### src/rtl/tdm_slot_pkg.sv
package tdm_slot_pkg;

    typedef enum logic [1:0] {
        SEQ_IDLE = 2'd0,
        SEQ_RUN  = 2'd1,
        SEQ_HOLD = 2'd2
    } seq_state_e;

endpackage

### src/rtl/tdm_slot_seq.sv
module tdm_slot_seq
    import tdm_slot_pkg::*;
#(
    parameter int NUM_SLOTS    = 64,
    parameter int CYC_PER_SLOT = 4,
    parameter int SLOT_W       = $clog2(NUM_SLOTS),
    parameter int CYC_W        = $clog2(CYC_PER_SLOT)
) (
    input  logic              clk,
    input  logic              rst_n,
    input  logic              frame_start,
    input  logic              tick,
    output logic [SLOT_W-1:0] slot_o,
    output logic [CYC_W-1:0]  cyc_o,
    output logic              run_o,
    output logic              xfer_o
);

    localparam logic [SLOT_W-1:0] LAST_SLOT = SLOT_W'(NUM_SLOTS - 1);
    localparam logic [CYC_W-1:0]  LAST_CYC  = CYC_W'(CYC_PER_SLOT - 1);

    seq_state_e        state_q, state_d;
    logic [SLOT_W-1:0] slot_q;
    logic [CYC_W-1:0]  cyc_q;
    logic              at_last;
    logic              step;

    assign at_last = (slot_q == LAST_SLOT) && (cyc_q == LAST_CYC);
    assign step    = (state_q == SEQ_RUN) && tick && !frame_start;

    // state register
    always_ff @(posedge clk or negedge rst_n) begin
        if (!rst_n) state_q <= SEQ_IDLE;
        else        state_q <= state_d;
    end

    // next state: T_START, T_STEP, T_END
    always_comb begin
        state_d = state_q;
        unique case (state_q)
            SEQ_IDLE: if (frame_start) state_d = SEQ_RUN;
            SEQ_RUN: begin
                if (frame_start)          state_d = SEQ_RUN;
                else if (tick && at_last) state_d = SEQ_HOLD;
            end
            SEQ_HOLD: if (frame_start) state_d = SEQ_RUN;
            default:  state_d = SEQ_IDLE;
        endcase
    end

    // position counters
    always_ff @(posedge clk or negedge rst_n) begin
        if (!rst_n) begin
            slot_q <= '0;
            cyc_q  <= '0;
        end else if (frame_start) begin
            slot_q <= '0;
            cyc_q  <= '0;
        end else if (step && !at_last) begin
            if (cyc_q == LAST_CYC) begin
                cyc_q  <= '0;
                slot_q <= slot_q + 1'b1;
            end else begin
                cyc_q <= cyc_q + 1'b1;
            end
        end
    end

    // outputs
    always_comb begin
        slot_o = slot_q;
        cyc_o  = cyc_q;
        run_o  = (state_q == SEQ_RUN);
        xfer_o = step;
    end

    assert_start_R2: assert property (@(posedge clk) disable iff (!rst_n)
        frame_start |=> (slot_q == '0 && cyc_q == '0 && state_q == SEQ_RUN));

    assert_stall_R3: assert property (@(posedge clk) disable iff (!rst_n)
        (state_q == SEQ_RUN && !tick && !frame_start) |=> ($stable(slot_q) && $stable(cyc_q)));

    assert_end_hold_R4: assert property (@(posedge clk) disable iff (!rst_n)
        (state_q == SEQ_RUN && tick && !frame_start && at_last) |=> (state_q == SEQ_HOLD));

endmodule

### src/rtl/tdm_owner_decode.sv
module tdm_owner_decode #(
    parameter int NUM_ENG      = 56,
    parameter int ROUTER_SLOTS = 8,
    parameter int SLOT_W       = 6
) (
    input  logic               clk,
    input  logic               rst_n,
    input  logic [SLOT_W-1:0]  slot_i,
    input  logic               run_i,
    output logic               router_grant_o,
    output logic [NUM_ENG-1:0] eng_grant_o
);

    localparam logic [SLOT_W-1:0] FIRST_ENG_SLOT = SLOT_W'(ROUTER_SLOTS);

    assign router_grant_o = run_i && (slot_i < FIRST_ENG_SLOT);

    for (genvar g = 0; g < NUM_ENG; g++) begin : g_eng
        assign eng_grant_o[g] = run_i && (slot_i == SLOT_W'(ROUTER_SLOTS + g));
    end

    assert_one_owner_R6: assert property (@(posedge clk) disable iff (!rst_n)
        $onehot0({eng_grant_o, router_grant_o}));

endmodule

### src/rtl/tdm_bus_mux.sv
module tdm_bus_mux #(
    parameter int NUM_ENG = 56,
    parameter int DATA_W  = 24,
    parameter int SLOT_W  = 6,
    parameter int CYC_W   = 2
) (
    input  logic                      clk,
    input  logic                      rst_n,
    input  logic                      xfer_i,
    input  logic [SLOT_W-1:0]         slot_i,
    input  logic [CYC_W-1:0]          cyc_i,
    input  logic                      router_grant_i,
    input  logic [NUM_ENG-1:0]        eng_grant_i,
    input  logic [DATA_W-1:0]         router_data_i,
    input  logic                      router_valid_i,
    input  logic [NUM_ENG*DATA_W-1:0] eng_data_i,
    input  logic [NUM_ENG-1:0]        eng_valid_i,
    output logic [SLOT_W-1:0]         bus_slot_o,
    output logic [CYC_W-1:0]          bus_cyc_o,
    output logic [DATA_W-1:0]         bus_data_o,
    output logic                      bus_valid_o
);

    logic [DATA_W-1:0] sel_data;
    logic              sel_valid;

    always_comb begin
        sel_data  = router_grant_i ? router_data_i : '0;
        sel_valid = router_grant_i && router_valid_i;
        for (int i = 0; i < NUM_ENG; i++) begin
            if (eng_grant_i[i]) begin
                sel_data  = sel_data | eng_data_i[i*DATA_W +: DATA_W];
                sel_valid = sel_valid | eng_valid_i[i];
            end
        end
    end

    always_ff @(posedge clk or negedge rst_n) begin
        if (!rst_n) begin
            bus_slot_o  <= '0;
            bus_cyc_o   <= '0;
            bus_data_o  <= '0;
            bus_valid_o <= 1'b0;
        end else if (xfer_i) begin
            bus_slot_o  <= slot_i;
            bus_cyc_o   <= cyc_i;
            bus_data_o  <= sel_valid ? sel_data : '0;
            bus_valid_o <= sel_valid;
        end else begin
            bus_valid_o <= 1'b0;
        end
    end

    assert_empty_zero_R8: assert property (@(posedge clk) disable iff (!rst_n)
        (xfer_i && !sel_valid) |=> (bus_data_o == '0 && !bus_valid_o));

    assert_pulse_only_R9: assert property (@(posedge clk) disable iff (!rst_n)
        !xfer_i |=> !bus_valid_o);

    assert_hold_fields_R9: assert property (@(posedge clk) disable iff (!rst_n)
        !xfer_i |=> ($stable(bus_data_o) && $stable(bus_slot_o) && $stable(bus_cyc_o)));

endmodule

### src/rtl/tdm_slot_bus.sv
module tdm_slot_bus #(
    parameter int NUM_SLOTS    = 64,
    parameter int CYC_PER_SLOT = 4,
    parameter int ROUTER_SLOTS = 8,
    parameter int DATA_W       = 24,
    localparam int NUM_ENG     = NUM_SLOTS - ROUTER_SLOTS,
    localparam int SLOT_W      = $clog2(NUM_SLOTS),
    localparam int CYC_W       = $clog2(CYC_PER_SLOT)
) (
    input  logic                      clk,
    input  logic                      rst_n,
    input  logic                      frame_start,
    input  logic                      tick,
    input  logic [DATA_W-1:0]         router_data,
    input  logic                      router_valid,
    input  logic [NUM_ENG*DATA_W-1:0] eng_data,
    input  logic [NUM_ENG-1:0]        eng_valid,
    output logic                      router_grant,
    output logic [NUM_ENG-1:0]        eng_grant,
    output logic [SLOT_W-1:0]         cur_slot,
    output logic [CYC_W-1:0]          cur_cyc,
    output logic [SLOT_W-1:0]         bus_slot,
    output logic [CYC_W-1:0]          bus_cyc,
    output logic [DATA_W-1:0]         bus_data,
    output logic                      bus_valid
);

    logic run;
    logic xfer;

    tdm_slot_seq #(
        .NUM_SLOTS   (NUM_SLOTS),
        .CYC_PER_SLOT(CYC_PER_SLOT),
        .SLOT_W      (SLOT_W),
        .CYC_W       (CYC_W)
    ) u_seq (
        .clk        (clk),
        .rst_n      (rst_n),
        .frame_start(frame_start),
        .tick       (tick),
        .slot_o     (cur_slot),
        .cyc_o      (cur_cyc),
        .run_o      (run),
        .xfer_o     (xfer)
    );

    tdm_owner_decode #(
        .NUM_ENG     (NUM_ENG),
        .ROUTER_SLOTS(ROUTER_SLOTS),
        .SLOT_W      (SLOT_W)
    ) u_dec (
        .clk           (clk),
        .rst_n         (rst_n),
        .slot_i        (cur_slot),
        .run_i         (run),
        .router_grant_o(router_grant),
        .eng_grant_o   (eng_grant)
    );

    tdm_bus_mux #(
        .NUM_ENG(NUM_ENG),
        .DATA_W (DATA_W),
        .SLOT_W (SLOT_W),
        .CYC_W  (CYC_W)
    ) u_mux (
        .clk           (clk),
        .rst_n         (rst_n),
        .xfer_i        (xfer),
        .slot_i        (cur_slot),
        .cyc_i         (cur_cyc),
        .router_grant_i(router_grant),
        .eng_grant_i   (eng_grant),
        .router_data_i (router_data),
        .router_valid_i(router_valid),
        .eng_data_i    (eng_data),
        .eng_valid_i   (eng_valid),
        .bus_slot_o    (bus_slot),
        .bus_cyc_o     (bus_cyc),
        .bus_data_o    (bus_data),
        .bus_valid_o   (bus_valid)
    );

    assert_grant_on_run_R5: assert property (@(posedge clk) disable iff (!rst_n)
        router_grant |-> (cur_slot < SLOT_W'(ROUTER_SLOTS)));

endmodule

### config.mk
export PLATFORM = sky130hd
export DESIGN_NAME = tdm_slot_bus
export DESIGN_NICKNAME = d
export VERILOG_FILES = /design/src/rtl/tdm_slot_pkg.sv /design/src/rtl/tdm_slot_seq.sv /design/src/rtl/tdm_owner_decode.sv /design/src/rtl/tdm_bus_mux.sv /design/src/rtl/tdm_slot_bus.sv
export SDC_FILE = /design/constraint.sdc
export NUM_CORES = 1
export LEC_CHECK = 0
export BUFFER_PORTS_ARGS = -buffer_cell sky130_fd_sc_hd__buf_2
export CAP_MARGIN = 20
export CORE_AREA = 2 2 593 595
export CTS_BUF_LIST = sky130_fd_sc_hd__clkbuf_16
export CTS_CLUSTER_DIAMETER = 120
export CTS_CLUSTER_SIZE = 25
export DETAILED_ROUTE_END_ITERATION = 6
export DIE_AREA = 0 0 595 597
export GPL_TIMING_DRIVEN = 1
export PLACE_DENSITY = 0.3
export SYNTH_ARGS = -nofsm -noshare
export SYNTH_HDL_FRONTEND = slang
export SYNTH_SLANG_ARGS = --single-unit
### constraint.sdc
create_clock -name clk -period 2.33 [get_ports clk]
set_input_delay 0.233 -clock clk [delete_from_list [all_inputs] [get_ports clk]]
set_output_delay 0.233 -clock clk [all_outputs]
set_load 0.03 [all_outputs]
Yosys cells after proc, flatten, opt, wreduce, memory -nomap -nowiden:

Index checks and enable logic that the tools add are counted.

* register bits after elaboration: 43
* output and inout port bits: 98
* word-level logic and storage cells: 379

* $add $sub $neg: 2
* $lt $le $gt $ge: 1
* eq/ne operators: 61
* mux-type cells: 125
* bitwise gates (word level): 112
* reductions and logical operators: 71

Operators with widths (count)
* 24-bit 2-to-1 mux: 58
* 24-bit bitwise OR: 56
* 6-bit == test (second input constant): 32
* 6-bit by 5-bit == test with 1-bit output (second input constant): 16
* 1-bit logical AND: 63
* 1-bit 2-to-1 mux: 57
* 1-bit bitwise OR: 56
* 6-bit by 4-bit == test with 1-bit output (second input constant): 8
* 6-bit 2-to-1 mux: 3
* 2-bit 2-to-1 mux: 6
* 6-bit by 1-bit adder with 6-bit output (second input constant): 1
* 6-bit by 4-bit < comparator with 1-bit output (second input constant): 1
* 2-bit == test (second input constant): 2
* 2-bit case mux with 2 select lines: 1
* 2-bit AND reduction: 2
* 2-bit nonzero test: 2
* 3-bit != test (second input constant): 1
* 2-bit by 1-bit adder with 2-bit output (second input constant): 1
* 2-bit by 1-bit == test with 1-bit output (second input constant): 1
* 1-bit zero test: 2
* 2-bit zero test: 1
* 2-bit by 1-bit != test with 1-bit output (second input constant): 1
* 2-bit OR reduction: 1

Longest topological paths before layout:

Gate-level depths: netlist of the first run.

* word-level depth: 116
* depth in mapped cells: 13
* mapped depth without buffers: 9

Hierarchy:

From an unflattened synthesis of the first run, not the netlist that was laid out.

* cell total of the unflattened synthesis: 1236
* area total of the unflattened synthesis: 9884.5 µm²

Modules (own cells, without submodules)
* tdm_bus_mux: times used 1, cells an instance 1095, area an instance 8893.5 µm², sequential area each 825.8 µm²
* tdm_slot_seq: times used 1, cells an instance 55, area an instance 555.5 µm², sequential area each 250.2 µm²
* tdm_owner_decode: times used 1, cells an instance 86, area an instance 435.4 µm², sequential area each 0.0 µm²

Worst setup path before layout of the first run:

No wires, ideal clock.

* kind: reg2reg
* from: reg u_seq.slot_q[0] (netlist: u_seq.slot_o[0])
* to: reg u_mux.bus_data_o[16]
* arrival time: 2.814 ns
* required time: 2.244 ns
* setup slack: -0.570 ns
* cell stages (with the launch flop): 12
* period minus slack after synthesis: 2.900 ns
* cells stage by stage: dfrtp_1 inv_1 ha_1 clkbuf_1 clkbuf_1 nand3b_1 nor2_1 a22oi_1 nand3_1 nor3_1 and4_1 nor3_1

RTL lines
* start: declaration: RTL line tdm_slot_seq.sv:23 `logic [SLOT_W-1:0] slot_q;`
* start signal: assignment: RTL line tdm_slot_seq.sv:62 `slot_q <= slot_q + 1'b1;`
* 6-bit == test (*): RTL line tdm_owner_decode.sv:19 `assign eng_grant_o[g] = run_i && (slot_i == SLOT_W'(ROUTER_SLOTS + g));`
* 1-bit logical AND (*): RTL line tdm_owner_decode.sv:19
* named net eng_grant[28]: RTL line tdm_slot_bus.sv:19 `output logic [NUM_ENG-1:0] eng_grant,`
* 24-bit 2-to-1 mux / 1-bit 2-to-1 mux (equally long branches): RTL line tdm_bus_mux.sv:31 `if (eng_grant_i[i]) begin`
* 24-bit bitwise OR / 1-bit bitwise OR (equally long branches): RTL line tdm_bus_mux.sv:32, tdm_bus_mux.sv:33
* 24-bit 2-to-1 mux / 1-bit 2-to-1 mux (equally long branches): RTL line tdm_bus_mux.sv:31
* 24-bit bitwise OR / 1-bit bitwise OR (equally long branches): RTL line tdm_bus_mux.sv:32, tdm_bus_mux.sv:33
* 24-bit 2-to-1 mux / 1-bit 2-to-1 mux (equally long branches): RTL line tdm_bus_mux.sv:31
* [43 not listed]
* 24-bit 2-to-1 mux / 1-bit 2-to-1 mux (equally long branches): RTL line tdm_bus_mux.sv:31
* 24-bit bitwise OR / 1-bit bitwise OR (equally long branches): RTL line tdm_bus_mux.sv:32, tdm_bus_mux.sv:33
* 24-bit 2-to-1 mux / 1-bit 2-to-1 mux (equally long branches): RTL line tdm_bus_mux.sv:31
* 24-bit bitwise OR / 1-bit bitwise OR (equally long branches): RTL line tdm_bus_mux.sv:32, tdm_bus_mux.sv:33
* 24-bit 2-to-1 mux / 1-bit 2-to-1 mux (equally long branches): RTL line tdm_bus_mux.sv:31
* 24-bit bitwise OR / 1-bit bitwise OR (equally long branches): RTL line tdm_bus_mux.sv:32, tdm_bus_mux.sv:33
* 24-bit 2-to-1 mux / 1-bit 2-to-1 mux (equally long branches): RTL line tdm_bus_mux.sv:31
* 24-bit 2-to-1 mux (*): RTL line tdm_bus_mux.sv:47 `bus_data_o <= sel_valid ? sel_data : '0;`
* end signal: assignment: RTL line tdm_bus_mux.sv:47
* end: declaration: RTL line tdm_bus_mux.sv:20 `output logic [DATA_W-1:0] bus_data_o,`

Mark *: on every way through the listed nets, which the timed path passes. The rest lies on a longest branch.
A chain may end at the register's enable or synchronous reset.

Final worst setup path of the first run:

* from: reg u_seq.slot_q[0] (netlist: u_seq.slot_o[0])
* to: reg u_mux.bus_data_o[0]

* cells in the longest elaborated chain, start to end: 116

Ends and longest elaborated chain
* 6-bit by 4-bit < comparator with 1-bit output: RTL line tdm_owner_decode.sv:16 `assign router_grant_o = run_i && (slot_i < FIRST_ENG_SLOT);`
* 1-bit logical AND: RTL line tdm_owner_decode.sv:16
* 24-bit 2-to-1 mux / 1-bit logical AND (equally long branches): RTL line tdm_bus_mux.sv:28, tdm_bus_mux.sv:29
* 24-bit bitwise OR / 1-bit bitwise OR (equally long branches): RTL line tdm_bus_mux.sv:32, tdm_bus_mux.sv:33
* 24-bit 2-to-1 mux / 1-bit 2-to-1 mux (equally long branches): RTL line tdm_bus_mux.sv:31
* 24-bit bitwise OR / 1-bit bitwise OR (equally long branches): RTL line tdm_bus_mux.sv:32, tdm_bus_mux.sv:33
* 24-bit 2-to-1 mux / 1-bit 2-to-1 mux (equally long branches): RTL line tdm_bus_mux.sv:31
* 24-bit bitwise OR / 1-bit bitwise OR (equally long branches): RTL line tdm_bus_mux.sv:32, tdm_bus_mux.sv:33
* [100 not listed]
* 24-bit 2-to-1 mux / 1-bit 2-to-1 mux (equally long branches): RTL line tdm_bus_mux.sv:31
* 24-bit bitwise OR / 1-bit bitwise OR (equally long branches): RTL line tdm_bus_mux.sv:32, tdm_bus_mux.sv:33
* 24-bit 2-to-1 mux / 1-bit 2-to-1 mux (equally long branches): RTL line tdm_bus_mux.sv:31
* 24-bit bitwise OR / 1-bit bitwise OR (equally long branches): RTL line tdm_bus_mux.sv:32, tdm_bus_mux.sv:33
* 24-bit 2-to-1 mux / 1-bit 2-to-1 mux (equally long branches): RTL line tdm_bus_mux.sv:31
* 24-bit bitwise OR / 1-bit bitwise OR (equally long branches): RTL line tdm_bus_mux.sv:32, tdm_bus_mux.sv:33
* 24-bit 2-to-1 mux / 1-bit 2-to-1 mux (equally long branches): RTL line tdm_bus_mux.sv:31
* 24-bit 2-to-1 mux (*): RTL line tdm_bus_mux.sv:47

Every way passes the cells marked *; elsewhere a longest branch is shown, timed or not.

==> results of run 1 <==
-- stage by stage --
step                      setup TNS, ps  std cells  setup WS [ps]  cell area (sq um)
after detailed placement         -57450       8387          -1969              32800
after CTS                        -38540       8490          -1118              35420
after global routing             -40990       8681          -1201              36430
final                            -36950       8813          -1119              36760
after global placement           -66550       8385          -2360              32770
after floorplan                   -4121       1652         -254.4              12000
-- flip-flops by register name (all words and copies together), names as in the netlist --
| signal | cells |
|---|---|
| u_mux.bus_data_o | 24 |
| u_mux.bus_slot_o | 6 |
| u_seq.slot_o | 6 |
| u_mux.bus_cyc_o | 2 |
| u_seq.cyc_o | 2 |
| u_seq.state_q | 2 |
| u_mux.bus_valid_o | 1 |
-- final cells by class --
| cell class | count | share of cell area, % |
|---|---|---|
| diodes | 292 | 1.988 |
| clock buffers | 5 | 0.3404 |
| well taps | 4599 | 15.65 |
| multi-input cells | 1404 | 29.67 |
| flip-flops and latches | 43 | 2.968 |
| inverters | 8 | 0.1157 |
| repair buffers | 2459 | 49.21 |
| clock inverters | 3 | 0.05446 |
-- Yosys cell counts (all sizes together), types with 26 or more instances --
cell type  number
a21oi          83
a221oi         72
a222oi         54
a22o           87
a22oi         337
a31oi          47
buf           142
clkbuf         55
dfrtp          43
mux2i          40
nand2         102
nand3          47
nand4          26
nor2          132
nor3           40
o21ai          64
o22ai          35
-- final timing paths --
path                                                start                         endpoint  slack (ps)  depth (start not counted)
max in group asynchronous                           rst_n  u_mux.bus_data_o[8]$_DFFE_PN0P_        1150                          3
max                           u_seq.slot_o[0]$_DFFE_PN0P_  u_mux.bus_data_o[0]$_DFFE_PN0P_       -1120                         14
min reg2reg                u_mux.bus_cyc_o[0]$_DFFE_PN0P_   u_mux.bus_cyc_o[0]$_DFFE_PN0P_         500                          2
min in group asynchronous                           rst_n  u_mux.bus_slot_o[4]$_DFFE_PN0P_         400                          2
max reg2reg                   u_seq.slot_o[0]$_DFFE_PN0P_  u_mux.bus_data_o[0]$_DFFE_PN0P_       -1120                         14
min                                           frame_start       u_seq.cyc_o[1]$_DFFE_PN0P_         320                          3
-- critical path, delay by kind of cell (launching register included) --
| kind | cells | cell delay [ps] |
|---|---|---|
| AO/OA/AOI/OAI | 4 | 1090 |
| AND/OR/NAND/NOR | 3 | 630 |
| adder cells (fa/ha/maj) | 1 | 160 |
| buffers and inverters | 6 | 970 |
| flip-flops | 1 | 440 |
-- power by group through the flow --
stage | clock, mW | combinational [mW] | sequential [mW]
2_1_floorplan | 0 | 0.284 | 1.00
3_3_place_gp | 0 | 2.57 | 0.871
3_5_place_dp | 0 | 2.58 | 0.875
4_1_cts | 1.02 | 2.68 | 0.859
5_1_grt | 1.02 | 2.82 | 0.868
6_report | 0.986 | 2.68 | 0.860
-- cells in the final DEF (no fill, tap or decap), types with 37 or more instances in the layout --
cell,synthesis,routed
sky130_fd_sc_hd__buf_2,95,1468
sky130_fd_sc_hd__buf_4,10,636
sky130_fd_sc_hd__a22oi_1,336,319
sky130_fd_sc_hd__diode_2,0,292
sky130_fd_sc_hd__buf_12,0,193
sky130_fd_sc_hd__buf_6,10,113
sky130_fd_sc_hd__nand2_1,102,101
sky130_fd_sc_hd__a22o_1,87,87
sky130_fd_sc_hd__a21oi_1,83,78
sky130_fd_sc_hd__nor2_1,124,74
sky130_fd_sc_hd__a221oi_1,72,60
sky130_fd_sc_hd__o21ai_0,64,54
sky130_fd_sc_hd__a222oi_1,54,54
sky130_fd_sc_hd__nor2_4,1,52
sky130_fd_sc_hd__a31oi_1,47,44
sky130_fd_sc_hd__nand3_1,45,43
sky130_fd_sc_hd__buf_8,0,39
sky130_fd_sc_hd__mux2i_1,40,37
-- per-layer routing --
layer / part of all wire [%] / vias to the layer above
met3: 13 / 1264
li1: - / 11917
met4: 4.5 / 380
met2: 44 / 2831
met5: 0.58 / -
met1: 39 / 14866
-- cells by family after synthesis --
logic type | count (synthesis) | synth area share, %
compound gates | 877 | 56.29
xor+xnor | 6 | 0.4492
mux | 52 | 4.578
buf+inv | 205 | 8.557
fa+ha+maj | 5 | 0.5348
flops | 43 | 9.199
simple gates | 464 | 20.39
-- repair_timing --
item,4_1_cts,5_1_grt
hold endpoints to repair,23,0
hold buffers,1,0
pin swaps,66,28
setup buffers,91,43
gates cloned,5,0
resized for setup,365,96
endpoints found under the setup margin,88,84
==> results.md, run 1 <==
- The register clock-pin slew on the reported worst setup and hold paths is 110 ps.
- In the finished design, the share of the clock period the worst path needs comes to 148.0%.
- The tightest slew margin relative to the limit is 28.50%.
- The kind of end point of the critical path is a register.
- For this design the static power due to leakage is 14.83 nW.
- The H-tree was split into 2 levels.
- The count of routing violations after the opening detailed-route iteration is 3723.
- The highest clock rate is 289.9 MHz.
- After synthesis, the mean cell area works out to 7.081 sq um.
- The max-cap check violation count is 0.
- The shortest clock period the worst path allows after layout is 3449 ps.
- In this run, flip-flops and latches consume 19.0% of the power.
- Once detail routing completed, the nets flagged for antenna violations numbered 0.
- The most used flip-flop cell after synthesis is sky130_fd_sc_hd__dfrtp_1.
- The largest net degree at the start of global routing is 27.
- In this run the count of I/O pins placed on the die edge is 1527.
- The routed wire length is 434.5 mm.
- The total power of the final layout is 4.522 mW.
- Global routing consumed, over all layers together, 23.49% of the routing resources.
- The final estimated routing congestion in global placement is 0.9519.
- The post-DP HPWL is 399.1 mm.
- The number of global-route vias before repair is 29229.
- For met2 alone, demand over resource in global routing was 37.17%.
- Synthesis produced a netlist with a net count of 3086.
- The clock buffer count from CTS is 5.
- The initial utilization of the core area, before any placement, comes to 3.355%.
- The critical path is of the register to register type.
- The type of element launching the critical path is a register.
- On the final layout, the worst clock skew is 21.58 ps.
- Counting every instance in the synthesized netlist gives 1652.
- The library cell with the largest summed area after synthesis is sky130_fd_sc_hd__a22oi_1.
- The post-synthesis cell type count is 71.
- The standard-cell row count is 217.
- CTS placed an instance of sky130_fd_sc_hd__clkbuf_16 at the clock tree root.
- Final hold analysis gives a worst-case slack of 323.2 ps.
- Setup violations remaining at the end of the flow were counted as 71.
- Global routing consumed, on the met1 layer, 26.84% of the routing resources.
- The final hold violation count was 0.
- The core area is 348600 sq um.
- The run finished, with violations left.
- Combinational cells account for 59.2% of the total power.
- Of all flip-flops after synthesis, the portion carrying an async set or reset was 100.0%.
- The switching power summed over all nets is 2.064 mW.
- The standard cell with the maximum stage delay on the critical path is sky130_fd_sc_hd__a22oi_2.
- Registers take 1091 sq um.
- Counting stages on the worst path, the most repeated cell is sky130_fd_sc_hd__buf_12.
- Summing all multi-input logic gate instances after layout gives 10910 sq um.
- The number of buffers on the longest clock path is 2.
- By area the synthesized netlist is led by sky130_fd_sc_hd__a22oi_1 (22%), sky130_fd_sc_hd__dfrtp_1 (9.2%), sky130_fd_sc_hd__a22o_1 (6.5%).
- The wire length of the first global-routing pass is 497.5 mm.
- The area fraction of the dominant cell type after synthesis is 21.56%.
- The clock share of power is 21.8%.
- The clock reaches the later pin of the worst-skew pair after 370 ps.
- The post-synthesis instance area is 11700 sq um.
- The met3 track demand over resource in global routing is 12.56%.
- In the routed design, unresolved DRC markers number 4.
- The critical path goes through buf_6, ha_4, buf_4, and3b_4, buf_12, buf_12, buf_12, a22oi_2, o22ai_2, buf_4, a2111oi_2, o21ai_1, nor4_4, nor3_4.
- The biggest cell delay along the critical path is 490 ps.
- Cell internal power was estimated by the tool at 2.459 mW.
- Setup repair after global routing could not meet its margin everywhere.
- The final reports fail on design-rule violations, negative setup slack.
- The number of synthesized register bits is 43.
- TritonCTS built the clock tree.
- Of all nets on the critical path, the largest fanout is 17.
- Dividing the detail-routed via count by the number of cells gives 3.547.
- Global routing finished with a remaining overflow of 0.
- After detailed routing, the average wire length per cell comes to 49.31 um.
- At the worst endpoint, the arrival time is 3710 ps.
- The number of antenna violations at the first check in global routing is 706.
- The number of warnings printed during yosys synthesis is 0.
- Compared with the post-synthesis result, the final layout area differs by 214.2%.
- The switching share of total power is 45.63%.
- The setup slack after layout is -1119 ps.
- Measured on the finished design, the core utilization comes to 10.54%.
- The number of optimization iterations in the first detailed-route pass is 7.
- For this run, the post-layout net count is 5355.
- The tightest min-delay check is of the input port to register type.
- The busiest layer in global routing is met2.
- Of the cells placed in the final design, the portion with a size suffix greater than 1 is 68.41%.
- At the pin with the least slew margin, the transition time is 1073 ps.
- The final number of max-transition violations was 0.
- The floorplan step set the die width to 595 um.
- The required time of the critical path is 2600 ps.
- The synthesized design contains 0 enable-type register cells.
- Sequential elements use 9.199% of the synthesized area.
- Across all layers, the routed design uses 31258 vias.
- The filler cell count is 40963.
- The floorplan step defined a die boundary enclosing 355200 sq um.
- IR analysis of the VDD net gives a maximum drop of 0.2876 mV.
- For this design the ratio of total power to cell area is 123.0 nW/um^2.
- The number of clock sinks seen by CTS is 43.
- The height of the die is 597 um.
- The count of buffers added on input and output ports is 1526.
(Power assumes the default switching activity.)
==> run 2: changes to the inputs <==
BUFFER_PORTS_ARGS = -buffer_cell sky130_fd_sc_hd__buf_4   (was -buffer_cell sky130_fd_sc_hd__buf_2)
RECOVER_POWER = 50   (was unset)
==> run 2 against run 1 <==
Effect of this change: the flow finishes with violations (max-capacitance violations, max-slew violations, negative setup slack); utilization up 1.5 points; combinational power increased by 29%; highest routed layer unchanged; design area increased by 14%; largest cell class unchanged; routed wire length up 0.68%; critical endpoint is now u_mux.bus_data_o[5]$_DFFE_PN0P_; fmax grew 1.6%; die area unchanged; clock power grew 4%; via count fell by 3.9%.
==> results.md, run 2 (same netlist as run 1, synthesis figures left out) <==
- The leakage power was 16.73 nW (+13%).
- The number of global-route vias before repair is 29257 (+0.096%).
- The die width is 595 um (unchanged).
- The die footprint is 355200 sq um (unchanged).
- met2 is the most crowded layer.
- The shortest clock period the worst path allows after layout is 3395 ps (-53.46 ps).
- The core area is 348600 sq um (unchanged).
- The share of final-layout standard cells stronger than drive strength 1 was 72.72% (+4.3 points).
- The largest net degree at the start of global routing is 29 (+7.4%).
- The height of the die is 597 um (unchanged).
- The tightest slew margin relative to the limit is -26.06% (-55 points).
- The wire length of the first global-routing pass is 500.6 mm (+0.62%).
- The final hold violation count is 0 (unchanged).
- The number of placed instances with taps included came to 8346 (-0.49%).
- The final sum of negative setup slack is -35900 ps (+1057 ps).
- The count of routing violations after the opening detailed-route iteration is 3531 (-5.2%).
- The number of clock sinks seen by CTS was 43 (unchanged).
- The number of buffers on the longest clock path is 2 (unchanged).
- The number of antenna violations at the first check in global routing was 465 (-34%).
- The largest register by flop count is u_mux.bus_data_o.
- The initial core utilization is 3.355% (unchanged).
- The slew at the pin closest to its max-slew limit was 1891 ps (+818.4 ps).
- The global-route met1 utilization is 26.84% (about the same).
- The number of flip-flops in the largest register is 24 (unchanged).
- The library cell used most frequently in the layout, excluding fill and tap cells, is sky130_fd_sc_hd__buf_4.
- The setup slack after layout is -1065 ps (+53.46 ps).
- The setup path with the least slack is of type register to register.
- The final number of max-transition violations is 18 (+18).
- The routed wire length is 437.5 mm (+0.68%).
- The non-filler instance count after layout came to 8714 (-1.1%).
- The count of nets left with antenna violations after detail routing is 0 (unchanged).
- The met2 track utilization from global routing came to 37.77% (+0.60 points).
- The worst hold slack is 295.2 ps (-27.98 ps).
- The top cell types in the final layout, fill and taps aside, are sky130_fd_sc_hd__buf_4 (2055), sky130_fd_sc_hd__a22oi_1 (288), sky130_fd_sc_hd__buf_12 (195), sky130_fd_sc_hd__buf_6 (171), sky130_fd_sc_hd__nand2_1 (95).
- The final cycle utilization of the critical path is 145.7% (-2.3 points).
- The worst clock skew came to 26.89 ps (+5.311 ps).
- The run finished, with violations left.
- The routed length per placed instance is 50.20 um (+1.8%).
- The max-cap check violation count is 1 (+1).
- The total power of the final layout is 5.369 mW (+19%).
- The count of final setup violators is 99 (+39%).
- The number of optimization iterations in the first detailed-route pass was 7 (unchanged).
- The required time of the critical path was 2560 ps (-40 ps).
- The kind of path behind the tightest hold check is input port to register.
- The highest ir drop seen on vdd was 0.2632 mV (-8.5%).
- The power per unit of standard cell area came to 127.7 nW/um^2 (+3.8%).
- The final estimated routing congestion in global placement is 0.9357 (-1.7%).
- The standard-cell row count is 217 (unchanged).
- The clock latency reported for the late side of the worst-skew pair is 370 ps (about the same).
- The clock tree from TritonCTS is yes.
- The final reports fail on max-capacitance violations, max-slew violations, negative setup slack.
- The highest clock rate is 294.5 MHz (+1.6%).
- The ratio of routed vias to standard cells came to 3.447 (-2.8%).
- The post-DP HPWL is 400.0 mm (+0.21%).
- The global route total overflow is 0 (unchanged).
- The register clock-pin slew on the reported worst setup and hold paths is 100 ps (about the same).
- The aggregate global-route resource usage was 23.59% (+0.11 points).
- The startpoint of the most critical register-to-register path is u_seq.slot_o[1]$_DFFE_PN0P_.
- From synthesis to final layout, the design area changed by 259.3%.
- Setup repair after global routing could not meet its margin everywhere.
- The first element of the critical path is u_seq.slot_o[1]$_DFFE_PN0P_.
- The count of vias placed by the detailed router is 30035 (-3.9%).
- The met3 track demand over resource in global routing came to 12.68% (+0.11 points).
- The number of design rule violations left after detail routing was 0 (-4).
- The clock buffer count from CTS came to 5 (unchanged).
- The type of element launching the critical path is a register.
- The number of top-level design ports is 1527 (unchanged).
- The highest fanout seen on the critical path is 6 (-11).
- The quantity of I/O buffers inserted on ports is 1526 (unchanged).
- The data arrival time of the worst path came to 3630 ps (-80 ps).
- The kind of end point of the critical path is a register.
- Clock tree synthesis selected as its root buffer the cell sky130_fd_sc_hd__clkbuf_16.
- The minimum setup slack after placement came to -1696 ps (+272.5 ps).
- The start point of the worst min-delay path is eng_data[153].
- The count of H-tree levels built during CTS came to 2 (unchanged).
- The number of nets in the finished design is 5399 (+0.82%).
## run 2: worst max-delay path: stages, from the launching register on
cell                       delay, ps
sky130_fd_sc_hd__dfrtp_2         440
sky130_fd_sc_hd__ha_4            180
sky130_fd_sc_hd__buf_4           150
sky130_fd_sc_hd__nand3b_1        140
sky130_fd_sc_hd__buf_6           150
sky130_fd_sc_hd__buf_6           120
sky130_fd_sc_hd__nor2_4           40
sky130_fd_sc_hd__buf_12          150
sky130_fd_sc_hd__a22oi_2         510
sky130_fd_sc_hd__nand4_1         400
sky130_fd_sc_hd__or4_4           670
sky130_fd_sc_hd__nor4_2          190
sky130_fd_sc_hd__nor3_1           80
## run 2: final cells by class
| type | count | area (sq um) |
|---|---|---|
| diodes | 149 | 372.9 |
| clock buffers | 5 | 125.1 |
| clock inverters | 3 | 37.54 |
| fillers | 40453 | 306600 |
| inverters | 8 | 41.29 |
| multi-input cells | 1404 | 12120 |
| flip-flops and latches | 43 | 1091 |
| well taps | 4599 | 5754 |
| repair buffers | 2503 | 22490 |
## run 2: metrics by stage
step	util (%)	area [sq um]
floorplan	-	12000
global placement	10.29	35860
detailed placement	10.29	35880
CTS	11.63	40540
global route	11.99	41790
finish	12.06	42030
## run 2: worst paths after layout
| check | end | slack [ps] | cells past startpoint |
|---|---|---|---|
| setup / recovery | u_mux.bus_data_o[5]$_DFFE_PN0P_ | -1070 | 12 |
| hold / removal | u_mux.bus_data_o[9]$_DFFE_PN0P_ | 300 | 4 |
| setup reg to reg | u_mux.bus_data_o[5]$_DFFE_PN0P_ | -1070 | 12 |
| hold reg to reg | u_mux.bus_cyc_o[1]$_DFFE_PN0P_ | 500 | 2 |
| max in group asynchronous | u_mux.bus_data_o[14]$_DFFE_PN0P_ | -80 | 3 |
| min in group asynchronous | u_mux.bus_slot_o[2]$_DFFE_PN0P_ | 920 | 2 |
## run 2: routing by layer
metal / wire length, um / share of wire [%]
met2: 194200 / 44
met1: 168100 / 38
met5: 2003 / 0.46
met4: 16970 / 3.9
met3: 56240 / 13
## run 2: power breakdown
part           switching, mW  internal, mW  leakage, nW  total (mW)
registers             0.0578         0.814        0.532       0.872
logic                   1.51          1.96         16.1        3.47
clock network          0.521         0.506       0.0873        1.03
total                   2.09          3.28         16.7        5.37
## run 2: timing repair
action                     CTS  global route
setup endpoints to repair   90            87
hold endpoints to repair    15             0
hold buffers                 1             0
gates cloned                 2             2
buffers inserted           179            63
pin swaps                  173           102
resized for setup          662           150
